File: src/rtl/trim_pkg.sv
package trim_pkg;

    // MII register numbers used for indirect extended access
    localparam logic [4:0] MII_XDATA = 5'd29;
    localparam logic [4:0] MII_XADDR = 5'd30;

    // Extended register addresses
    localparam logic [15:0] XR_FIELD_A = 16'h3050;
    localparam logic [15:0] XR_HSHAKE  = 16'h3053;
    localparam logic [15:0] XR_SELFCAL = 16'h3057;

    // Field positions inside the configuration word
    localparam int FA_LSB = 25;
    localparam int FB_LSB = 22;
    localparam int FC_LSB = 16;
    localparam int FA_W   = 5;
    localparam int FB_W   = 3;
    localparam int FC_W   = 6;
    localparam logic [31:0] FIELD_MASK = 32'h3FFF_0000;

    typedef struct packed {
        logic [FA_W-1:0] fa;
        logic [FB_W-1:0] fb;
        logic [FC_W-1:0] fc;
    } trim_fields_t;

    typedef enum logic [3:0] {
        S_IDLE,
        S_SELF_WAIT,
        S_SELF_READ,
        S_TRIM_READ,
        S_TRIM_WRITE,
        S_HS_READ,
        S_HS_WRITE,
        S_ACK_WAIT,
        S_ACK_READ,
        S_SETTLE
    } seq_state_t;

    typedef enum logic [1:0] {
        E_IDLE,
        E_ADDR,
        E_DATA
    } acc_state_t;

    function automatic trim_fields_t unpack_fields(input logic [31:0] word);
        logic [31:0]  w;
        trim_fields_t f;
        w    = word & FIELD_MASK;
        f.fa = w[FA_LSB +: FA_W];
        f.fb = w[FB_LSB +: FB_W];
        f.fc = w[FC_LSB +: FC_W];
        return f;
    endfunction

    function automatic int max3(input int a, input int b, input int c);
        int m;
        m = (a > b) ? a : b;
        return (m > c) ? m : c;
    endfunction

endpackage

File: src/rtl/trim_field_merge.sv
module trim_field_merge
    import trim_pkg::*;
(
    input  logic [1:0]   sel,
    input  trim_fields_t fields,
    input  logic [15:0]  rd_val,
    output logic [15:0]  merged
);
    localparam int NUM_F = 3;

    logic [15:0] keep_mask [NUM_F];
    logic [15:0] ins_val   [NUM_F];

    // Per-field mask and insert value, one generate arm per field width
    for (genvar g = 0; g < NUM_F; g++) begin : g_fld
        localparam int WID = (g == 0) ? FA_W : ((g == 1) ? FB_W : FC_W);
        assign keep_mask[g] = ~((16'd1 << WID) - 16'd1);
        if (g == 0) begin : g_a
            assign ins_val[g] = 16'(fields.fa);
        end else if (g == 1) begin : g_b
            assign ins_val[g] = 16'(fields.fb);
        end else begin : g_c
            assign ins_val[g] = 16'(fields.fc);
        end
    end

    always_comb begin
        unique case (sel)
            2'd0:    merged = (rd_val & keep_mask[0]) | ins_val[0];
            2'd1:    merged = (rd_val & keep_mask[1]) | ins_val[1];
            2'd2:    merged = (rd_val & keep_mask[2]) | ins_val[2];
            default: merged = rd_val;
        endcase
    end
endmodule

File: src/rtl/wait_timer.sv
module wait_timer #(
    parameter int W = 8
) (
    input  logic         clk,
    input  logic         rst_n,
    input  logic         run,
    input  logic [W-1:0] limit,
    output logic         expire
);
    logic [W-1:0] cnt_q;

    always_ff @(posedge clk or negedge rst_n) begin
        if (!rst_n) begin
            cnt_q <= '0;
        end else if (!run || expire) begin
            cnt_q <= '0;
        end else begin
            cnt_q <= cnt_q + 1'b1;
        end
    end

    assign expire = run && (cnt_q == limit - 1'b1);

    // a window never overshoots its limit
    assert_window_bound_R8: assert property (@(posedge clk) disable iff (!rst_n)
        run && (limit != '0) |-> cnt_q < limit);
endmodule

File: src/rtl/ext_reg_access.sv
module ext_reg_access
    import trim_pkg::*;
(
    input  logic        clk,
    input  logic        rst_n,
    input  logic        acc_req,
    input  logic        acc_write,
    input  logic [15:0] acc_xaddr,
    input  logic [15:0] acc_wdata,
    input  logic [4:0]  acc_phy,
    output logic        acc_done,
    output logic [15:0] acc_rdata,
    output logic        mdio_req_valid,
    output logic        mdio_req_write,
    output logic [4:0]  mdio_req_phy,
    output logic [4:0]  mdio_req_reg,
    output logic [15:0] mdio_req_wdata,
    input  logic        mdio_rsp_valid,
    input  logic [15:0] mdio_rsp_rdata
);
    acc_state_t st_q, st_d;
    logic        wr_q;
    logic [15:0] xaddr_q;
    logic [15:0] wdata_q;
    logic [4:0]  phy_q;

    always_ff @(posedge clk or negedge rst_n) begin
        if (!rst_n) st_q <= E_IDLE;
        else        st_q <= st_d;
    end

    always_comb begin
        st_d = st_q;
        unique case (st_q)
            E_IDLE: if (acc_req)        st_d = E_ADDR;
            E_ADDR: if (mdio_rsp_valid) st_d = E_DATA;
            E_DATA: if (mdio_rsp_valid) st_d = E_IDLE;
            default:                    st_d = E_IDLE;
        endcase
    end

    always_ff @(posedge clk or negedge rst_n) begin
        if (!rst_n) begin
            wr_q    <= 1'b0;
            xaddr_q <= '0;
            wdata_q <= '0;
            phy_q   <= '0;
        end else if (st_q == E_IDLE && acc_req) begin
            wr_q    <= acc_write;
            xaddr_q <= acc_xaddr;
            wdata_q <= acc_wdata;
            phy_q   <= acc_phy;
        end
    end

    always_comb begin
        mdio_req_valid = (st_q != E_IDLE);
        mdio_req_phy   = phy_q;
        mdio_req_write = (st_q == E_ADDR) ? 1'b1 : wr_q;
        mdio_req_reg   = (st_q == E_ADDR) ? MII_XADDR : MII_XDATA;
        mdio_req_wdata = (st_q == E_ADDR) ? xaddr_q : wdata_q;
        acc_done       = (st_q == E_DATA) && mdio_rsp_valid;
        acc_rdata      = mdio_rsp_rdata;
    end

    // a pending request holds still until its response
    assert_req_hold_R3: assert property (@(posedge clk) disable iff (!rst_n)
        mdio_req_valid && !mdio_rsp_valid |=> mdio_req_valid
            && $stable(mdio_req_reg) && $stable(mdio_req_write)
            && $stable(mdio_req_wdata) && $stable(mdio_req_phy));

    // each access opens with the address write to register 30
    assert_addr_first_R3: assert property (@(posedge clk) disable iff (!rst_n)
        $rose(mdio_req_valid) |-> mdio_req_write && (mdio_req_reg == MII_XADDR));
endmodule

File: src/rtl/phy_trim_loader.sv
module phy_trim_loader
    import trim_pkg::*;
#(
    parameter int SELF_GAP   = 25_000_000,
    parameter int SELF_TRIES = 3,
    parameter int ACK_GAP    = 12_000,
    parameter int ACK_TRIES  = 3000,
    parameter int SETTLE     = 500_000
) (
    input  logic        clk,
    input  logic        rst_n,
    input  logic        start,
    input  logic [31:0] cfg_word,
    input  logic [4:0]  phy_addr,
    output logic        mdio_req_valid,
    output logic        mdio_req_write,
    output logic [4:0]  mdio_req_phy,
    output logic [4:0]  mdio_req_reg,
    output logic [15:0] mdio_req_wdata,
    input  logic        mdio_rsp_valid,
    input  logic [15:0] mdio_rsp_rdata,
    output logic        busy,
    output logic        done,
    output logic        timeout_err,
    output logic        ack_warn
);
    localparam int TW  = $clog2(max3(SELF_GAP, ACK_GAP, SETTLE) + 1);
    localparam int NW  = $clog2(((SELF_TRIES > ACK_TRIES) ? SELF_TRIES : ACK_TRIES) + 1);
    localparam logic [NW-1:0] SELF_LAST = NW'(SELF_TRIES - 1);
    localparam logic [NW-1:0] ACK_LAST  = NW'(ACK_TRIES - 1);
    localparam logic [1:0]    LAST_FLD  = 2'd2;

    seq_state_t   state_q, state_d;
    trim_fields_t fields_q, fields_in;
    logic [4:0]   phy_q;
    logic [1:0]   idx_q;
    logic [NW-1:0] tries_q;
    logic [15:0]  wbuf_q;
    logic         done_q, err_q, warn_q;

    logic         acc_req, acc_write, acc_done;
    logic [15:0]  acc_xaddr, acc_rdata, merged;
    logic         tmr_run, tmr_exp;
    logic [TW-1:0] tmr_limit;
    logic         accept, all_zero;

    assign fields_in = unpack_fields(cfg_word);
    assign all_zero  = (fields_in == '0);
    assign accept    = start && (state_q == S_IDLE);

    // ---------------- state register ----------------
    always_ff @(posedge clk or negedge rst_n) begin
        if (!rst_n) state_q <= S_IDLE;
        else        state_q <= state_d;
    end

    // ---------------- next state ----------------
    always_comb begin
        state_d = state_q;
        unique case (state_q)
            S_IDLE:
                if (accept) state_d = all_zero ? S_SELF_WAIT : S_TRIM_READ;
            S_SELF_WAIT:
                if (tmr_exp) state_d = S_SELF_READ;
            S_SELF_READ:
                if (acc_done)
                    state_d = (acc_rdata[0] || tries_q == SELF_LAST) ? S_SETTLE : S_SELF_WAIT;
            S_TRIM_READ:
                if (acc_done) state_d = S_TRIM_WRITE;
            S_TRIM_WRITE:
                if (acc_done) state_d = (idx_q == LAST_FLD) ? S_HS_READ : S_TRIM_READ;
            S_HS_READ:
                if (acc_done) state_d = S_HS_WRITE;
            S_HS_WRITE:
                if (acc_done) state_d = S_ACK_WAIT;
            S_ACK_WAIT:
                if (tmr_exp) state_d = S_ACK_READ;
            S_ACK_READ:
                if (acc_done)
                    state_d = (acc_rdata[1] || tries_q == ACK_LAST) ? S_SETTLE : S_ACK_WAIT;
            S_SETTLE:
                if (tmr_exp) state_d = S_IDLE;
            default:
                state_d = S_IDLE;
        endcase
    end

    // ---------------- access and timer control ----------------
    always_comb begin
        acc_req   = 1'b0;
        acc_write = 1'b0;
        acc_xaddr = XR_HSHAKE;
        tmr_run   = 1'b0;
        tmr_limit = TW'(SETTLE);
        unique case (state_q)
            S_SELF_WAIT: begin tmr_run = 1'b1; tmr_limit = TW'(SELF_GAP); end
            S_ACK_WAIT:  begin tmr_run = 1'b1; tmr_limit = TW'(ACK_GAP);  end
            S_SETTLE:    begin tmr_run = 1'b1; tmr_limit = TW'(SETTLE);   end
            S_SELF_READ: begin acc_req = 1'b1; acc_xaddr = XR_SELFCAL; end
            S_TRIM_READ: begin acc_req = 1'b1; acc_xaddr = XR_FIELD_A + 16'(idx_q); end
            S_TRIM_WRITE: begin
                acc_req = 1'b1; acc_write = 1'b1; acc_xaddr = XR_FIELD_A + 16'(idx_q);
            end
            S_HS_READ:   begin acc_req = 1'b1; end
            S_HS_WRITE:  begin acc_req = 1'b1; acc_write = 1'b1; end
            S_ACK_READ:  begin acc_req = 1'b1; end
            default: ;
        endcase
    end

    // ---------------- datapath registers ----------------
    always_ff @(posedge clk or negedge rst_n) begin
        if (!rst_n) begin
            fields_q <= '0;
            phy_q    <= '0;
            idx_q    <= '0;
            tries_q  <= '0;
            wbuf_q   <= '0;
        end else begin
            if (accept) begin
                fields_q <= fields_in;
                phy_q    <= phy_addr;
                idx_q    <= '0;
                tries_q  <= '0;
            end
            if (acc_done) begin
                unique case (state_q)
                    S_TRIM_READ:  wbuf_q  <= merged;
                    S_TRIM_WRITE: idx_q   <= idx_q + 1'b1;
                    S_HS_READ:    wbuf_q  <= acc_rdata | 16'h0001;
                    S_SELF_READ,
                    S_ACK_READ:   tries_q <= tries_q + 1'b1;
                    default: ;
                endcase
            end
        end
    end

    // ---------------- output flags ----------------
    always_ff @(posedge clk or negedge rst_n) begin
        if (!rst_n) begin
            done_q <= 1'b0;
            err_q  <= 1'b0;
            warn_q <= 1'b0;
        end else begin
            if (accept) begin
                done_q <= 1'b0;
                err_q  <= 1'b0;
                warn_q <= 1'b0;
            end
            if (acc_done && state_q == S_HS_READ)
                warn_q <= acc_rdata[1];
            if (acc_done && state_q == S_SELF_READ && !acc_rdata[0] && tries_q == SELF_LAST)
                err_q <= 1'b1;
            if (acc_done && state_q == S_ACK_READ && !acc_rdata[1] && tries_q == ACK_LAST)
                err_q <= 1'b1;
            if (state_q == S_SETTLE && tmr_exp)
                done_q <= 1'b1;
        end
    end

    assign busy        = (state_q != S_IDLE);
    assign done        = done_q;
    assign timeout_err = err_q;
    assign ack_warn    = warn_q;

    // ---------------- sub-blocks ----------------
    trim_field_merge u_merge (
        .sel    (idx_q),
        .fields (fields_q),
        .rd_val (acc_rdata),
        .merged (merged)
    );

    wait_timer #(.W(TW)) u_timer (
        .clk    (clk),
        .rst_n  (rst_n),
        .run    (tmr_run),
        .limit  (tmr_limit),
        .expire (tmr_exp)
    );

    ext_reg_access u_acc (
        .clk            (clk),
        .rst_n          (rst_n),
        .acc_req        (acc_req),
        .acc_write      (acc_write),
        .acc_xaddr      (acc_xaddr),
        .acc_wdata      (wbuf_q),
        .acc_phy        (phy_q),
        .acc_done       (acc_done),
        .acc_rdata      (acc_rdata),
        .mdio_req_valid (mdio_req_valid),
        .mdio_req_write (mdio_req_write),
        .mdio_req_phy   (mdio_req_phy),
        .mdio_req_reg   (mdio_req_reg),
        .mdio_req_wdata (mdio_req_wdata),
        .mdio_rsp_valid (mdio_rsp_valid),
        .mdio_rsp_rdata (mdio_rsp_rdata)
    );

    // ---------------- assertions ----------------
    // a start during a run changes none of the sampled run inputs
    assert_start_ignored_R9: assert property (@(posedge clk) disable iff (!rst_n)
        busy && start |=> $stable(fields_q) && $stable(phy_q));

    // done is only shown once the sequencer is idle
    assert_done_idle_R8: assert property (@(posedge clk) disable iff (!rst_n)
        done |-> !busy);

    // requests always carry the sampled PHY address
    assert_phy_addr_R10: assert property (@(posedge clk) disable iff (!rst_n)
        mdio_req_valid && busy |-> mdio_req_phy == phy_q);

    // the early-acknowledge warning belongs to the programming path
    assert_warn_prog_R5: assert property (@(posedge clk) disable iff (!rst_n)
        ack_warn |-> fields_q != '0);

    // poll counter stays inside its budget
    assert_tries_bound_R6: assert property (@(posedge clk) disable iff (!rst_n)
        (state_q == S_ACK_WAIT || state_q == S_ACK_READ) |-> tries_q < NW'(ACK_TRIES));

    // no register 29 write while on the self-calibration path
    assert_self_no_write_R7: assert property (@(posedge clk) disable iff (!rst_n)
        (state_q == S_SELF_READ) && mdio_req_valid && (mdio_req_reg == MII_XDATA)
            |-> !mdio_req_write);
endmodule

File: config.mk
export PLATFORM = sky130hd
export DESIGN_NAME = phy_trim_loader
export DESIGN_NICKNAME = d
export VERILOG_FILES = /design/src/rtl/trim_pkg.sv /design/src/rtl/trim_field_merge.sv /design/src/rtl/wait_timer.sv /design/src/rtl/ext_reg_access.sv /design/src/rtl/phy_trim_loader.sv
export SDC_FILE = /design/constraint.sdc
export NUM_CORES = 1
export LEC_CHECK = 0
export BUFFER_PORTS_ARGS = -buffer_cell sky130_fd_sc_hd__buf_2
export CORE_ASPECT_RATIO = 1.4
export CORE_MARGIN = 2
export CORE_UTILIZATION = 35
export CTS_CLUSTER_SIZE = 25
export DETAILED_ROUTE_END_ITERATION = 8
export GPL_ROUTABILITY_DRIVEN = 0
export HOLD_SLACK_MARGIN = 0.12
export SYNTH_ARGS = -nofsm -noshare
export SYNTH_HDL_FRONTEND = slang
export SYNTH_SLANG_ARGS = --single-unit
export TNS_END_PERCENT = 5
File: constraint.sdc
create_clock -name clk -period 3.7 [get_ports clk]
set_input_delay 0.74 -clock clk [delete_from_list [all_inputs] [get_ports clk]]
set_output_delay 0.74 -clock clk [all_outputs]
set_load 0.01 [all_outputs]
Word level (Yosys, flattened, before mapping)
Cells that the tools add are included.

cells by class
  $add $sub $neg = 5
  equal/unequal tests = 29
  mux-type cells = 41
  bitwise logic cells = 3
  reduce and logical (&&, ||, !) cells = 36

operators by type and width
  operator               number
  $pmux 25 s2            1
  $mux 4                 12
  $pmux 16 s3            1
  $pmux 4 s10            1
  $mux 12                3
  $pmux 16 s2            1
  $pmux 15 s2            1
  $add 25x1->25 const B  1
  $eq 25x25->1           1
  $mux 25                1
  $sub 25x1->25 const B  1
  $ne 2x2->1 const B     12
  $eq 4x3->1 const B     4
  $mux 16                1
  $mux 2                 8
  $or 16x3->16           1
  $or 16x5->16           1
  $or 16x6->16           1
  $add 14x2->15 const A  1
  $logic_not 14->1       1
  $add 12x1->12 const B  1
  $eq 12x12->1 const B   1
  $eq 12x2->1 const B    1
  $logic_and 1x1->1      12
  23 further kinds       45

storage, ports and cells
  register bits = 121
  input bits = 57
  word-level logic and storage cells = 131

Depth between registers and ports, before layout
  depth after elaboration = 7
  depth in mapped cells = 8
  mapped depth without buffers = 6

By module
Synthesis repeated with hierarchy kept, for this count alone.

second synthesis, totals
  cell total of the unflattened synthesis = 748
  area, all modules = 7253.2 um2

modules (own cells, without submodules)
  module            times used  cells each  area an instance (um2)  sequential area each (um2)
  phy_trim_loader   1           312         2882.8                  1401.3
  wait_timer        1           283         2265.9                  625.6
  ext_reg_access    1           130         1928.1                  1001.0
  trim_field_merge  1           23          176.4                   0.0

Least setup slack after synthesis
No wires, ideal clock.

  path kind = register to register
  from = reg state_q[3]
  to = reg u_timer.cnt_q[10]
  arrival time = 2.202 ns
  setup slack = 1.379 ns
  stages on the path, launching flop included = 8
  buffers on the path = 2
  cell sequence = dfrtp_1 > buf_6 > or4b_4 > or4_4 > a22o_4 > o21ai_4 > buf_6 > nor2_1

between the ends
  cells in the longest elaborated chain, start to end = 7
  elaborated cells between the ends (all ways) = 12
  classes of those cells = add/sub (1); eq/ne (4); mux (3); reduce/logical (4)

RTL lines
  item                                      RTL line               text
  start, declared                           phy_trim_loader.sv:33  seq_state_t state_q, state_d;
  start signal, assigned                    phy_trim_loader.sv:54  else state_q <= state_d;
  $eq 4x3->1 or $eq 4x1->1 (tied branches)  phy_trim_loader.sv:95  unique case (state_q)
  $pmux 25 s2                               phy_trim_loader.sv:95
  $sub 25x1->25                             wait_timer.sv:22       assign expire = run && (cnt_q == limit - 1'b1);
  $eq 25x25->1                              wait_timer.sv:22
  $logic_and 1x1->1                         wait_timer.sv:22
  $logic_or 1x1->1 (*)                      wait_timer.sv:15       end else if (!run || expire) begin
  $mux 25 (*)                               wait_timer.sv:15
  end signal, assigned                      wait_timer.sv:18       cnt_q <= cnt_q + 1'b1;
  end, declared                             wait_timer.sv:10       logic [W-1:0] cnt_q;

Mark *: on every way between the ends. The rest lies on a longest branch, timed or not.
A chain may end at the register's enable or synchronous reset.

Worst setup path in the final report
  from = reg state_q[3]
  to = reg state_q[2]

between the ends
  cells in the longest elaborated chain, start to end = 7
  elaborated cells between the ends (all ways) = 29
  classes of those cells = add/sub (1); eq/ne (20); mux (3); reduce/logical (5)

RTL lines
  item                                      RTL line
  $eq 4x3->1 or $eq 4x1->1 (tied branches)  phy_trim_loader.sv:60, phy_trim_loader.sv:95
  $pmux 25 s2                               phy_trim_loader.sv:95
  $sub 25x1->25                             wait_timer.sv:22
  $eq 25x25->1                              wait_timer.sv:22
  $logic_and 1x1->1                         wait_timer.sv:22
  $ne 2x2->1 (no line)                      n/a
  $reduce_and 10->1 (no line)               n/a

Several ways; a longest one is shown, not always the timed one.

==> metrics.md <==
| Metric | Value |
|---|---|
| CTS H-tree depth | 3 |
| Crit start category | flip-flop |
| Port Buffer Count | 67 |
| I/O Pins | 89 |
| Hpwl dp | 8540 µm |
| Via density | 5.18 |
| Share of post-route cells with drive strength above 1 | 20.7% |
| ANT nets after route | 0 |
| Max-Cap Viols | 0 |
| Switch share | 37.5% |
| Final Power | 4.40 mW |
| Area leader, netlist | dfrtp_1 |
| Gr usage total | 15.1% |
| Final Hold Vio Count | 0 |
| Setup CP Type | reg2reg |
| Final worst setup slack | 0.805 ns |
| Nets@finish | 676 |
| Ys async rst share | 100% |
| Combinational Power Share | 38.6% |
| Worst IR Drop VDD | 0.320 mV |
| Place WS | 0.810 ns |
| Pre-Repair DR Iteration Count | 5 |
| Seq/Total Area, Yosys | 50.5% |
| FF+latch count, synth | 109 |
| Share of the synthesized area in the top cell type | 50.5% |
| Fill cell count | 1467 |
| Root buffer cell | clkbuf_16 |
| Slew HR | 34.0% |
| Leak Pwr | 2.97 nW |
| CP Data Arrival Time | 3.08 ns |
| Die X | 109 µm |
| Worst hold path type | in2async |
| Synth warnings | 0 |
| Clock sink count | 109 |
| Post-Syn Area | 5400 µm² |
| EDFF count, synth | 0 |
| Most frequent cell after synthesis | dfrtp_1 |
| Reported net switching power | 1.65 mW |
| Endpoints failing setup | 0 |
| Vias in the first global route | 4177 |
| Status | completed |
| Wirelength, routed | 11900 µm |
| Row cnt | 53 |
| First-pass GRT wire length | 19900 µm |
| Initial core utilization | 35.9% |
| Critical Path Max Stage Delay | 0.62 ns |
| Clk buf depth | 2 |
| # diodes | 0 |
| Area Growth Syn to Fin | 14.8% |
| Fmax | 345 MHz |
| Clock skew | 0.0113 ns |
| Commonest cells post-synth | dfrtp_1 (109), nand2_1 (107), nor2_1 (48) |
| CTS tree | built |
| DIE HEIGHT | 151 µm |
| CP Cell Sequence | or4b_4, or4_4, a22o_4, o21ai_4, a211oi_1 |
| Unique masters post-synth | 53 |
| Req. time, crit path | 3.88 ns |
| Hold_buf cts | 0 |
| Core box area | 15100 µm² |
| Slew at the pin with the worst max-slew slack | 0.982 ns |
| CP Capture Type | flip-flop |
| Routed wire per std cell | 14.7 µm |
| Critical-path maximum fanout | 27 |
| Internal | 2.75 mW |
| Synth Flop Type | dfrtp_1 |
| Tmin final | 2.90 ns |
| Postcts setup bufs | 0 |
| R2R depth | 5 |
| Synth area leaders | dfrtp_1 (50%), nand2_1 (7.4%), mux2_2 (6.3%) |
| Syn avg cell area | 9.79 µm² |
| Reg power frac | 40.0% |
| Post-route DRC | 0 |
| Initial DRC Count | 223 |
| Initial antenna violation count | 0 |
| Fin crit share | 78.3% |
| Clk_lat worst skew | 0.35 ns |
| RSZ-0062 raised after global routing | false |
| Max Slew Vio Count | 0 |
| Crit-path slowest cell | or4b_4 |
| Largest net degree at the start of global routing | 49 |
| Power density over cell area | 709 nW/µm² |
| Cells after Synth | 552 |
| Post_cts resized | 0 |
| Total gr overflow | 0 |
| Worst-path clk slew | 0.07 ns |
| Area of the die | 16500 µm² |
| Final setup TNS | 0 ns |
| Clock power frac | 21.5% |
| Detailed-route via count | 4190 |
| TritonCTS buffer count | 9 |
==> layout by cell type (no fill, tap or decap), types with 2 or more instances in the layout <==
master,instances
dfrtp_1,109
nand2_1,107
buf_2,66
nor2_1,48
mux2_2,30
nand3_1,26
o21ai_0,17
xor2_1,17
inv_1,14
xnor2_1,14
and3_1,13
and2_1,11
nand4_1,11
a21oi_1,10
nor3_1,9
nor4_1,9
clkbuf_16,9
buf_4,9
ha_1,7
mux2i_1,6
a22o_1,6
a211oi_1,6
nand2b_1,5
and4_1,5
nor4b_1,4
o211ai_1,3
a22oi_1,3
a222oi_1,3
conb_1,3
and4b_1,2
nand4b_1,2
a21o_1,2
nor2b_1,2
a31oi_1,2
nor3b_1,2
clkinv_4,2
inv_6,2
==> stage by stage <==
step                      std cells  utilization [%]  hold WS [ns]  cell area [µm²]
after global placement          793             39.3         0.453             5910
after global routing            809             41.2         0.453             6200
final                           809             41.2         0.409             6200
after CTS                       809             41.2         0.431             6200
after detailed placement        793             39.3         0.464             5910
after floorplan                 554                -         0.435             5410
==> kinds of logic after synthesis <==
family          share of synthesized area [%]
mux                                      7.37
flops                                    50.5
simple gates                             23.5
xor+xnor                                 5.03
fa+ha+maj                                1.62
other cells                            0.0694
buf+inv                                  3.68
compound gates                           8.25
==> power groups by stage <==
stage | clock network (mW) | registers, mW | logic (mW)
2_1_floorplan | 0 | 1.71 | 1.29
5_1_grt | 1.02 | 1.81 | 1.93
3_3_place_gp | 0 | 1.76 | 1.67
3_5_place_dp | 0 | 1.78 | 1.71
4_1_cts | 0.970 | 1.76 | 1.72
6_report | 0.944 | 1.76 | 1.70
==> worst max-delay path, delay by kind of cell, from the launching register on <==
| family | cells | cell delay (ns) |
|---|---|---|
| AND/OR/NAND/NOR | 2 | 1.18 |
| AO/OA/AOI/OAI | 3 | 0.96 |
| flip-flops | 1 | 0.60 |
==> layout make-up <==
type | instances | area (µm²) | share of cell area (%)
tap | 192 | 240 | 3.87
sequential | 109 | 2730 | 44.0
clock buffer | 10 | 239 | 3.85
timing repair buffer | 75 | 398 | 6.41
clock inverter | 6 | 53.8 | 0.867
multi-input combinational | 403 | 2490 | 40.2
inverter | 14 | 52.6 | 0.847
==> registers in the layout (all words and copies together) (netlist names), 4 cells and up <==
| signal | flops |
|---|---|
| u_acc.wdata_q | 16 |
| tries_q | 12 |
| wbuf_q | 16 |
| fields_q | 14 |
| phy_q | 5 |
| u_timer.cnt_q | 25 |
| u_acc.xaddr_q | 4 |
| u_acc.mdio_req_phy | 5 |
| state_q | 4 |
==> metal layers <==
layer / GRT usage [%] / vias to the layer above / wire, µm
met4: 5.00 / 0 / 217
met2: 24.4 / 92 / 5810
met3: 3.27 / 18 / 450
met1: 20.1 / 2039 / 5410
li1: - / 2041 / -
met5: 0 / - / 0
==> worst paths after layout <==
path                                  start                to  slack [ns]
max in group asynchronous             rst_n         wbuf_q[6]        2.44
min                                   rst_n       tries_q[10]        0.41
min in group clk           u_acc.xaddr_q[1]  u_acc.xaddr_q[1]        0.48
min reg2reg                u_acc.xaddr_q[1]  u_acc.xaddr_q[1]        0.48
max reg2reg                      state_q[3]        state_q[2]        0.80
max                              state_q[3]        state_q[2]        0.80
No activity file was read; power rests on OpenSTA's default activity.
